### src/rtl/clkdiv_pkg.sv
`timescale 1ns/1ps
package clkdiv_pkg;

  // Rate a bank carries when the dividers are in use.
  typedef enum logic {
    RATE_HALF    = 1'b0,
    RATE_QUARTER = 1'b1
  } rate_e;

  // Depth of the reset release synchronizer.
  localparam int unsigned RST_SYNC_STAGES = 2;

endpackage

### src/rtl/clkdiv_rst_sync.sv
`timescale 1ns/1ps
module clkdiv_rst_sync #(
  parameter int unsigned STAGES = 2
) (
  input  logic clk_i,
  input  logic rst_ni,
  output logic rst_sync_no
);

  logic [STAGES-1:0] stage_q;
  logic [STAGES-1:0] stage_d;

  always_comb begin
    stage_d = {stage_q[STAGES-2:0], 1'b1};
  end

  always_ff @(posedge clk_i or negedge rst_ni) begin
    if (!rst_ni) stage_q <= '0;
    else         stage_q <= stage_d;
  end

  assign rst_sync_no = stage_q[STAGES-1];

endmodule

### src/rtl/clkdiv_core.sv
`timescale 1ns/1ps
module clkdiv_core (
  input  logic clk_i,
  input  logic rst_ni,
  input  logic clr_i,
  output logic half_o,
  output logic quarter_o
);

  logic half_q, half_d;
  logic quar_q, quar_d, quar_en;
  logic clr_q, clr_fall;

  // A falling edge of the clear input is seen as a 1-to-0 step between samples.
  assign clr_fall = clr_q & ~clr_i;
  // The quarter divider moves only when the half clock is about to rise, or on a clear.
  assign quar_en  = clr_fall | ~half_q;

  always_comb begin
    half_d = ~half_q;
    quar_d = quar_q;
    if (quar_en) quar_d = clr_fall ? 1'b0 : ~quar_q;
  end

  always_ff @(posedge clk_i or negedge rst_ni) begin
    if (!rst_ni) begin
      half_q <= 1'b0;
      quar_q <= 1'b0;
      clr_q  <= 1'b0;
    end else begin
      half_q <= half_d;
      quar_q <= quar_d;
      clr_q  <= clr_i;
    end
  end

  assign half_o    = half_q;
  assign quarter_o = quar_q;

  // the half clock alternates on every running edge
  p_half_toggle_r1: assert property (@(posedge clk_i) disable iff (!rst_ni)
    $past(rst_ni) |-> (half_q != $past(half_q)));

  // the quarter clock only rises together with the half clock
  p_quarter_on_half_rise_r2: assert property (@(posedge clk_i) disable iff (!rst_ni)
    $rose(quar_q) |-> $rose(half_q));

  // a clear fall leaves the quarter clock low after the next edge
  p_clear_forces_low_r6: assert property (@(posedge clk_i) disable iff (!rst_ni)
    clr_fall |=> !quar_q);

endmodule

### src/rtl/clkdiv_bank_mux.sv
`timescale 1ns/1ps
module clkdiv_bank_mux
  import clkdiv_pkg::*;
#(
  parameter int unsigned NUM_BANKS     = 4,
  parameter int unsigned OUTS_PER_BANK = 3,
  parameter int unsigned SEL_W         = 2,
  localparam int unsigned NUM_OUTS     = NUM_BANKS * OUTS_PER_BANK
) (
  input  logic                clk_i,
  input  logic                rst_ni,
  input  logic                half_i,
  input  logic                quarter_i,
  input  logic [SEL_W-1:0]    sel_i,
  input  logic                test_i,
  input  logic                oe_ni,
  output logic [NUM_OUTS-1:0] y_o,
  output logic [NUM_OUTS-1:0] y_oe_o
);

  logic [NUM_BANKS-1:0] bank_clk;

  for (genvar b = 0; b < NUM_BANKS; b++) begin : g_bank
    rate_e rate;
    logic  div_clk;
    if (b == NUM_BANKS - 1) begin : g_fixed
      assign rate = RATE_HALF;
    end else begin : g_sel
      assign rate = (sel_i > SEL_W'(b)) ? RATE_QUARTER : RATE_HALF;
    end
    assign div_clk     = (rate == RATE_QUARTER) ? quarter_i : half_i;
    assign bank_clk[b] = oe_ni ? 1'b0 : (test_i ? clk_i : div_clk);
    for (genvar o = 0; o < OUTS_PER_BANK; o++) begin : g_out
      assign y_o[b*OUTS_PER_BANK + o]    = bank_clk[b];
      assign y_oe_o[b*OUTS_PER_BANK + o] = ~oe_ni;
    end
  end

  // the outputs of each bank agree
  for (genvar b = 0; b < NUM_BANKS; b++) begin : g_chk
    p_bank_uniform_r4: assert property (@(posedge clk_i) disable iff (!rst_ni)
      ($countones(y_o[b*OUTS_PER_BANK +: OUTS_PER_BANK]) == 0) ||
      ($countones(y_o[b*OUTS_PER_BANK +: OUTS_PER_BANK]) == OUTS_PER_BANK));
  end

  // a disabled block drives nothing
  p_disable_quiet_r8: assert property (@(posedge clk_i) disable iff (!rst_ni)
    oe_ni |-> (y_oe_o == '0) && (y_o == '0));

  // the last bank carries the half clock in normal mode
  p_last_bank_half_r5: assert property (@(posedge clk_i) disable iff (!rst_ni)
    (!oe_ni && !test_i) |-> (y_o[NUM_OUTS-1] == half_i));

endmodule

### src/rtl/clk_bank_divider.sv
`timescale 1ns/1ps
module clk_bank_divider
  import clkdiv_pkg::*;
#(
  parameter int unsigned NUM_BANKS     = 4,
  parameter int unsigned OUTS_PER_BANK = 3,
  localparam int unsigned SEL_W        = $clog2(NUM_BANKS),
  localparam int unsigned NUM_OUTS     = NUM_BANKS * OUTS_PER_BANK
) (
  input  logic                src_clk_i,
  input  logic                rst_ni,
  input  logic                clr_i,
  input  logic [SEL_W-1:0]    sel_i,
  input  logic                test_i,
  input  logic                oe_ni,
  output logic [NUM_OUTS-1:0] y_o,
  output logic [NUM_OUTS-1:0] y_oe_o
);

  logic rst_sync_n;
  logic half_clk;
  logic quar_clk;

  clkdiv_rst_sync #(
    .STAGES(RST_SYNC_STAGES)
  ) u_rst_sync (
    .clk_i      (src_clk_i),
    .rst_ni     (rst_ni),
    .rst_sync_no(rst_sync_n)
  );

  clkdiv_core u_core (
    .clk_i    (src_clk_i),
    .rst_ni   (rst_sync_n),
    .clr_i    (clr_i),
    .half_o   (half_clk),
    .quarter_o(quar_clk)
  );

  clkdiv_bank_mux #(
    .NUM_BANKS    (NUM_BANKS),
    .OUTS_PER_BANK(OUTS_PER_BANK),
    .SEL_W        (SEL_W)
  ) u_bank_mux (
    .clk_i    (src_clk_i),
    .rst_ni   (rst_sync_n),
    .half_i   (half_clk),
    .quarter_i(quar_clk),
    .sel_i    (sel_i),
    .test_i   (test_i),
    .oe_ni    (oe_ni),
    .y_o      (y_o),
    .y_oe_o   (y_oe_o)
  );

  // both derived clocks hold low while the synchronized reset is active
  p_reset_low_r7: assert property (@(posedge src_clk_i)
    !rst_sync_n |-> (!half_clk && !quar_clk));

endmodule

### config.mk
export PLATFORM = sky130hd
export DESIGN_NAME = clk_bank_divider
export DESIGN_NICKNAME = d
export VERILOG_FILES = /design/src/rtl/clkdiv_pkg.sv /design/src/rtl/clkdiv_rst_sync.sv /design/src/rtl/clkdiv_core.sv /design/src/rtl/clkdiv_bank_mux.sv /design/src/rtl/clk_bank_divider.sv
export SDC_FILE = /design/constraint.sdc
export NUM_CORES = 1
export LEC_CHECK = 0
export ABC_CLOCK_PERIOD_IN_PS = 2100
export BUFFER_PORTS_ARGS = -buffer_cell sky130_fd_sc_hd__buf_2
export CORE_AREA = 2 2 39 41
export DETAILED_ROUTE_END_ITERATION = 10
export DIE_AREA = 0 0 41 43
export PLACE_DENSITY_LB_ADDON = 0.25
export SLEW_MARGIN = 0
export SYNTH_ARGS = -nofsm -noshare
export SYNTH_HDL_FRONTEND = slang
export SYNTH_HIERARCHICAL = 1
export SYNTH_SLANG_ARGS = --single-unit
### constraint.sdc
create_clock -name src_clk_i -period 2.1 [get_ports src_clk_i]
set_clock_uncertainty 0.05 [all_clocks]
set_input_delay 0.21 -clock src_clk_i [delete_from_list [all_inputs] [get_ports src_clk_i]]
set_output_delay 0.21 -clock src_clk_i [all_outputs]
set_load 0.02 [all_outputs]
Word-level counts from Yosys, hierarchy flattened

Cells that the tools add are included.

Bits in registers: 5
Word-level logic and storage cells: 28

$lt $le $gt $ge: 3
Muxes and demuxes: 15
Bitwise operators: 6

Operators by type and width:

| kind               | number |
|---|---|
| $mux 1             | 15 |
| $gt 2x1->1 const B | 2 |
| $not 1->1          | 4 |
| $gt 2x2->1 const B | 1 |
| $and 1x1->1        | 1 |
| $or 1x1->1         | 1 |

Depth between registers and ports, before layout

Gate-level depths: netlist of run 1.

Word-level depth: 5
Depth in mapped cells: 4
Gate-level depth less buffers: 3

Cells and area by module

Netlist of run 1, hierarchy kept.

Modules (own cells, without submodules):

| module          | instances | cells an instance | area each (µm²) | sequential area each (µm²) |
|---|---|---|---|---|
| clkdiv_bank_mux | 1         | 32                | 221.5           | 0.0 |
| clkdiv_core     | 1         | 7                 | 100.1           | 75.1 |
| clkdiv_rst_sync | 1         | 3                 | 53.8            | 50.0 |

==> run metrics, run 1 <==
status complete, but fails checks; failing checks negative setup slack; count of pins over their slew limit 0; Layout area overhead 95.0%; Die Y 43 um; crit path capture y_o[2]; syn_nets 49; unrepaired setup endpoints after global routing true; Max VDD drop 642 uV; Hold Fails Final Rpt 0; total wire length 1220 um; required time of the critical path 1840 ps; largest net degree at the start of global routing 14; HPWL after DPL 497 um; yosys warns 6; Cell Rows 14; DP Cell Count 69; CTS tree built; Place WS 367 ps; Seq/Total Area, Yosys 33.3%; r2r worst-path depth 2; ratio of cells with drive above 1 in the final layout 67.9%; largest family of logic cells by synthesized area buffers and inverters; Final Non-Filler Cells 94; most common cell after layout, fill and taps aside buf_2; post-synthesis mux area share 2.67%; Util after Layout 52.9%; Synth Area in Adders 0%; wire per inst 12.9 um; initial antenna violation count 0; MaxCap Viol Count 0; Setup Crit Path Kind clock port to output port; R2R Path Start u_core/half_o$_DFF_PN0_; CP Capture Type output port; Tot GR Track Use 18.0%; Syn Area/Cell 8.94 sq um; Cell variety after synth 15; Fill cells 136; pwr/cell area 1010 nW/um^2; leakage 0.000374 uW; post-route ant nets 0; DRC 0; post-synthesis compound-gate area fraction 11.3%; Hold WC Path Type primary input to asynchronous set/reset pin; Post-CTS Repair Setup Buffers 0; crit start category clock port; Initial Util 27.1%; Tot Pwr 736 uW; DR vias 414; vias in the first global route 547; CP startpoint src_clk_i; io pins 31; Core ar. 1380 sq um; First DRT Iteration DRCs 2; Skew-Pair Late Insertion Delay 350 ps; most frequent cells in the layout 18 x buf_2, 14 x buf_6; number of port buffers 30; first-pass GRT wire length 1790 um; Reg-to-Reg End u_core/quarter_o$_DFFE_PN0P_; GP Congestion 0.665; synthesis-stage register bit count 5; Tightest Pin Transition 607 ps; Die W 41 um; fin area 732 sq um; Worst EP arrival 1850 ps; synthesized area 375 sq um; setup ws final -14.0 ps; vias per inst 4.40; Final Setup Violations 3; CP max FO 2; Post-Syn Instances 42; worst reg2reg setup slack 1280 ps; clock slew at reported path FFs 50 ps; total congestion overflow 0; DR pass1 iterations 3; xor-xnor portion of the synthesized cell area 2.33%; Rel. slew slack 59.4%; die area 1760 sq um; fin nets 81; ant diodes 0; Simple-Gate Fraction of Synth Area 7.33%; placed cell area 403 sq um
## cells by family (layout without fill, tap and decap cells)
logic type / after synthesis / after routing
AOI/OAI and AO/OA: 5 / 5
xor gates and xnor gates: 1 / 1
buffers and inverters: 23 / 59
DFF: 5 / 5
muxes: 1 / 1
other: 1 / 1
and+or+nand+nor: 6 / 6
## cell usage after synthesis (all sizes together)
master  count  share of area [%]
a211oi      2                5.3
a21oi       2                3.7
buf        19                 38
conb        1                1.0
dfrtp       5                 33
inv         4                4.0
mux2i       1                2.7
nand2       1                1.0
nor2        3                3.7
nor3        2                2.7
o21ai       1                2.3
xor2        1                2.3
## report_power, final
group,internal [uW],total (uW),switching [uW]
Clock,346,570,224
Combinational,21.3,60.8,39.4
Sequential,102,106,3.73
Total,469,736,267
## worst min path at each step
stage	start	endpoint	slack, ps	cells after the start
2_1_floorplan	rst_ni	u_rst_sync/stage_q[0]$_DFF_PN0_	-140	0
3_3_place_gp	rst_ni	u_rst_sync/stage_q[0]$_DFF_PN0_	-50	1
3_5_place_dp	rst_ni	u_rst_sync/stage_q[0]$_DFF_PN0_	-50	1
4_1_cts	rst_ni	u_rst_sync/stage_q[1]$_DFF_PN0_	100	2
5_1_grt	rst_ni	u_rst_sync/stage_q[1]$_DFF_PN0_	110	2
6_report	rst_ni	u_rst_sync/stage_q[1]$_DFF_PN0_	120	2
## final cells by class
cell class	instances	area, sq um	share of cell area, %
well taps	16	20.0	2.74
multi-input cells	14	131	17.9
flip-flops and latches	5	125	17.1
repair buffers	22	130	17.8
clock buffers	33	310	42.4
inverters	4	15.0	2.05
## registers in the layout (all words and copies together), names as in the netlist
signal	count
u_core/half_o	1
u_rst_sync/stage_q	2
u_core/clr_q	1
u_core/quarter_o	1
## through the flow
stage | TNS [ps] | hold slack [ps]
after floorplan | 0 | -136
after global placement | 0 | -52.4
after detailed placement | 0 | -52.5
after CTS | -3.06 | 104
after global routing | -94.9 | 115
final | -33.0 | 116
## timing repair
action,in CTS,in global routing
endpoints found under the setup margin,12,12
resized for setup,31,16
endpoints found under the hold margin,5,0
hold buffers,4,0
pin swaps,1,2
## worst max-delay path, stage by stage
cell and delay [ps]:
buf_8 100, o21ai_4 200, buf_8 140, a211oi_4 50, clkbuf_8 180, buf_6 120
## per-layer routing
layer	part of all wire, %	global-route usage [%]	vias up	routed length, um
li1	-	-	178	-
met1	25	7.92	176	308
met2	49	14.4	46	602
met3	15	24.1	14	181
met4	10	41.3	0	125
met5	0	0	-	0
Note: power is estimated with default switching activity, not from simulation.
==> inputs of run 2 (changes only) <==
Settings changed: CTS_BUF_LIST set to sky130_fd_sc_hd__clkbuf_16.
==> run metrics, run 2 (synthesized netlist as in run 1, its figures left out) <==
Max VDD drop 732 uV; Setup Crit Path Kind clock port to output port; DR vias 425; status complete, but fails checks; Cell Rows 14; Die W 41 um; required time of the critical path 1840 ps; CP Capture Type output port; count of pins over their slew limit 0; Post-CTS Repair Setup Buffers 0; total congestion overflow 0; Tightest Pin Transition 564 ps; largest net degree at the start of global routing 14; M1 GR Usage 8.88%; First DRT Iteration DRCs 3; vias in the first global route 616; crit start category clock port; die area 1760 sq um; GR Layer Usage met3 30.4%; Most flops, register u_rst_sync/stage_q; CP max FO 2; gr busiest metal met4; Initial Util 27.1%; Hold Fails Final Rpt 0; CTS tree built; Layout area overhead 170%; DRC 0; leakage 0.000499 uW; GP Congestion 0.665; Final Setup Violations 12; HPWL after DPL 497 um; Die Y 43 um; initial antenna violation count 0; ant diodes 0; clock slew at reported path FFs 30 ps; Multi-input gate area 139 sq um; number of port buffers 30; Skew-Pair Late Insertion Delay 340 ps; post-route ant nets 0; most common cell after layout, fill and taps aside buf_2; first-pass GRT wire length 2310 um; Worst EP arrival 1980 ps; most frequent cells in the layout 18 x buf_2, 16 x clkbuf_16, 10 x inv_1; Tot GR Track Use 24.4%; Core ar. 1380 sq um; MaxCap Viol Count 0; Tot Pwr 1210 uW; max FFs per register 2; total wire length 1550 um; io pins 31; setup ws final -138 ps; wire per inst 16.4 um; DR pass1 iterations 2; Place WS 367 ps; Hold WC Path Type primary input to asynchronous set/reset pin; fin nets 82; vias per inst 4.47; unrepaired setup endpoints after global routing true; failing checks negative setup slack; grt met2 use 27.2%; ratio of cells with drive above 1 in the final layout 67.1%; Setup TNS -1500 ps; Fill cells 86; pwr/cell area 1190 nW/um^2; register area 125 sq um; Rel. slew slack 62.3%
## run 2: cell count changes in the layout (fill, tap and decap cells not counted), moves of 4 or more
cell	previous run	this run
clkbuf_16	0	16
buf_6	14	5
inv_1	4	10
buf_4	5	0
clkbuf_1	5	0
clkbuf_4	5	0
buf_8	3	7
## run 2: final cells by class
cell class	count	share of cell area [%]
tap	16	1.98
clock inverter	6	2.22
multi-input combinational	14	13.7
timing repair buffer	22	12.8
clock buffer	28	55.4
sequential	5	12.3
inverter	4	1.48
## run 2: worst max-delay path, stage by stage
cell       delay, ps
clkbuf_16        120
o21ai_4          150
clkbuf_16        160
clkbuf_16        130
a211oi_4          50
clkbuf_16        190
buf_8            120
## run 2: layer usage
| metal | vias up | share of wire [%] |
|---|---|---|
| li1 | 178 | - |
| met1 | 191 | 24 |
| met2 | 43 | 56 |
| met3 | 13 | 13 |
| met4 | 0 | 6.8 |
| met5 | - | 0 |
## run 2: what timing repair did
action / 4_1_cts / 5_1_grt
endpoints found under the hold margin: 5 / 0
endpoints found under the setup margin: 12 / 12
hold buffers: 4 / 0
pin swaps: 2 / 1
gates resized for setup: 36 / 3
## run 2: through the flow
stage          utilization [%]  instances  hold slack (ps)  instance area (sq um)
6_report                  73.2         95              135                   1010
3_5_place_dp              29.1         69            -52.5                    403
5_1_grt                   73.2         95              141                   1010
4_1_cts                   72.4         95              123                   1000
3_3_place_gp              29.1         69            -52.4                    403
2_1_floorplan                -         42             -136                    375
## run 2: worst paths after layout
check,start,end,slack [ps],cells past startpoint
worst min register to register,u_rst_sync/stage_q[0]$_DFF_PN0_,u_rst_sync/stage_q[1]$_DFF_PN0_,310,0
worst max register to register,u_core/half_o$_DFF_PN0_,u_core/quarter_o$_DFFE_PN0P_,1280,2
worst max-delay path,src_clk_i,y_o[7],-140,7
max in group asynchronous,u_rst_sync/stage_q[1]$_DFF_PN0_,u_core/half_o$_DFF_PN0_,1340,1
min in group src_clk_i,u_rst_sync/stage_q[0]$_DFF_PN0_,u_rst_sync/stage_q[1]$_DFF_PN0_,310,0
worst min-delay path,rst_ni,u_rst_sync/stage_q[1]$_DFF_PN0_,140,2
## run 2: where the power goes
group          switching, uW  internal, uW
combinational           41.3          21.3
sequential              3.85           102
clock                    292           750
==> inputs of run 3 (changes only) <==
==> constraint.sdc (replaced) <==
create_clock -name src_clk_i -period 2.1 [get_ports src_clk_i]
set_clock_uncertainty 0.05 [all_clocks]
set_input_delay 0.63 -clock src_clk_i [delete_from_list [all_inputs] [get_ports src_clk_i]]
set_output_delay 0.63 -clock src_clk_i [all_outputs]
set_load 0.02 [all_outputs]
==> run metrics, run 3 (synthesized netlist as in run 1, its figures left out) <==
r2r worst-path depth 2; crit start category clock port; largest net degree at the start of global routing 13; total wire length 1540 um; Setup Crit Path Kind clock port to output port; vias per inst 4.32; status complete, but fails checks; Tot GR Track Use 23.4%; required time of the critical path 1420 ps; Tot Pwr 1190 uW; CTS tree built; DR pass1 iterations 2; io pins 31; Max VDD drop 809 uV; fin nets 80; count of pins over their slew limit 0; initial antenna violation count 0; Fill cells 82; final worst hold slack 21.9 ps; post-route ant nets 0; Final Setup Violations 12; CP startpoint src_clk_i; ant diodes 0; Most flops, register u_rst_sync/stage_q; Place WS -67.7 ps; Hold Fails Final Rpt 0; number of port buffers 30; most frequent cells in the layout 17 x buf_2, 15 x clkbuf_16, 10 x buf_8; Die Y 43 um; Core ar. 1380 sq um; Hold WC Path Type primary input to asynchronous set/reset pin; clock slew at reported path FFs 30 ps; die area 1760 sq um; most common cell after layout, fill and taps aside buf_2; placed cell area 455 sq um; Initial Util 27.1%; leakage 0.000484 uW; total congestion overflow 0; vias in the first global route 596; Cell Rows 14; fin area 998 sq um; DR vias 402; Die W 41 um; HPWL after DPL 515 um; max FFs per register 2; CP max FO 3; unrepaired setup endpoints after global routing true; wire per inst 16.6 um; GP Congestion 0.611; failing checks negative setup slack; Skew-Pair Late Insertion Delay 340 ps; first-pass GRT wire length 2270 um; setup ws final -465 ps; ratio of cells with drive above 1 in the final layout 72.7%; MaxCap Viol Count 0; Layout area overhead 166%; First DRT Iteration DRCs 3; Worst EP arrival 1890 ps; R2R Path Start u_core/half_o$_DFF_PN0_; DRC 0; register area 125 sq um; CP Capture Type output port; Multi-input gate area 146 sq um; Setup TNS -5390 ps; pwr/cell area 1190 nW/um^2
-- run 3: cell types whose count changed in the layout (fill, tap and decap cells not counted), moves of 3 or more --
cell,previous run,this run
buf_4,0,3
buf_6,5,2
buf_8,7,10
dlygate4sd3_1,4,1
-- run 3: timing repair --
action / CTS / global route
hold buffers: 1 / 0
pin swaps: 4 / 2
buffers inserted: 1 / 0
resized for setup: 37 / 2
endpoints found under the setup margin: 13 / 13
hold endpoints to repair: 3 / 0
-- run 3: where the power goes --
group,switching (uW),leakage [uW],internal (uW)
combinational,43.9,0.000119,20.8
clock,279,0.000303,740
sequential,4.53,0.0000620,102
total,327,0.000484,862
-- run 3: area by class of cell --
class | count | area share [%]
inverters | 4 | 1.88
clock inverters | 6 | 2.26
multi-input cells | 14 | 14.7
flip-flops and latches | 5 | 12.5
well taps | 16 | 2.01
repair buffers | 20 | 11.0
clock buffers | 28 | 55.6
-- run 3: through the flow --
step                std cells  util [%]
floorplan                  42         -
global placement           71      32.9
detailed placement         71      32.9
CTS                        94      72.2
global route               93      72.2
finish                     93      72.2
-- run 3: worst paths after layout --
path                                                   endpoint  slack, ps
min in group src_clk_i          u_rst_sync/stage_q[1]$_DFF_PN0_        310
worst max register to register     u_core/quarter_o$_DFFE_PN0P_       1240
worst min register to register  u_rst_sync/stage_q[1]$_DFF_PN0_        310
max in group asynchronous          u_core/quarter_o$_DFFE_PN0P_       1300
worst max-delay path                                     y_o[0]       -470
worst min-delay path            u_rst_sync/stage_q[1]$_DFF_PN0_         20
-- run 3: critical path, stage by stage --
cell and delay, ps:
clkbuf_16 120, o21ai_4 180, clkbuf_16 180, a211oi_4 50
clkbuf_16 170, buf_8 120
-- run 3: layer usage --
metal  GRT usage (%)  share of wire, %
met5               0                 0
met4            50.7               8.8
met3            21.5                10
met2            23.8                54
met1            12.8                27
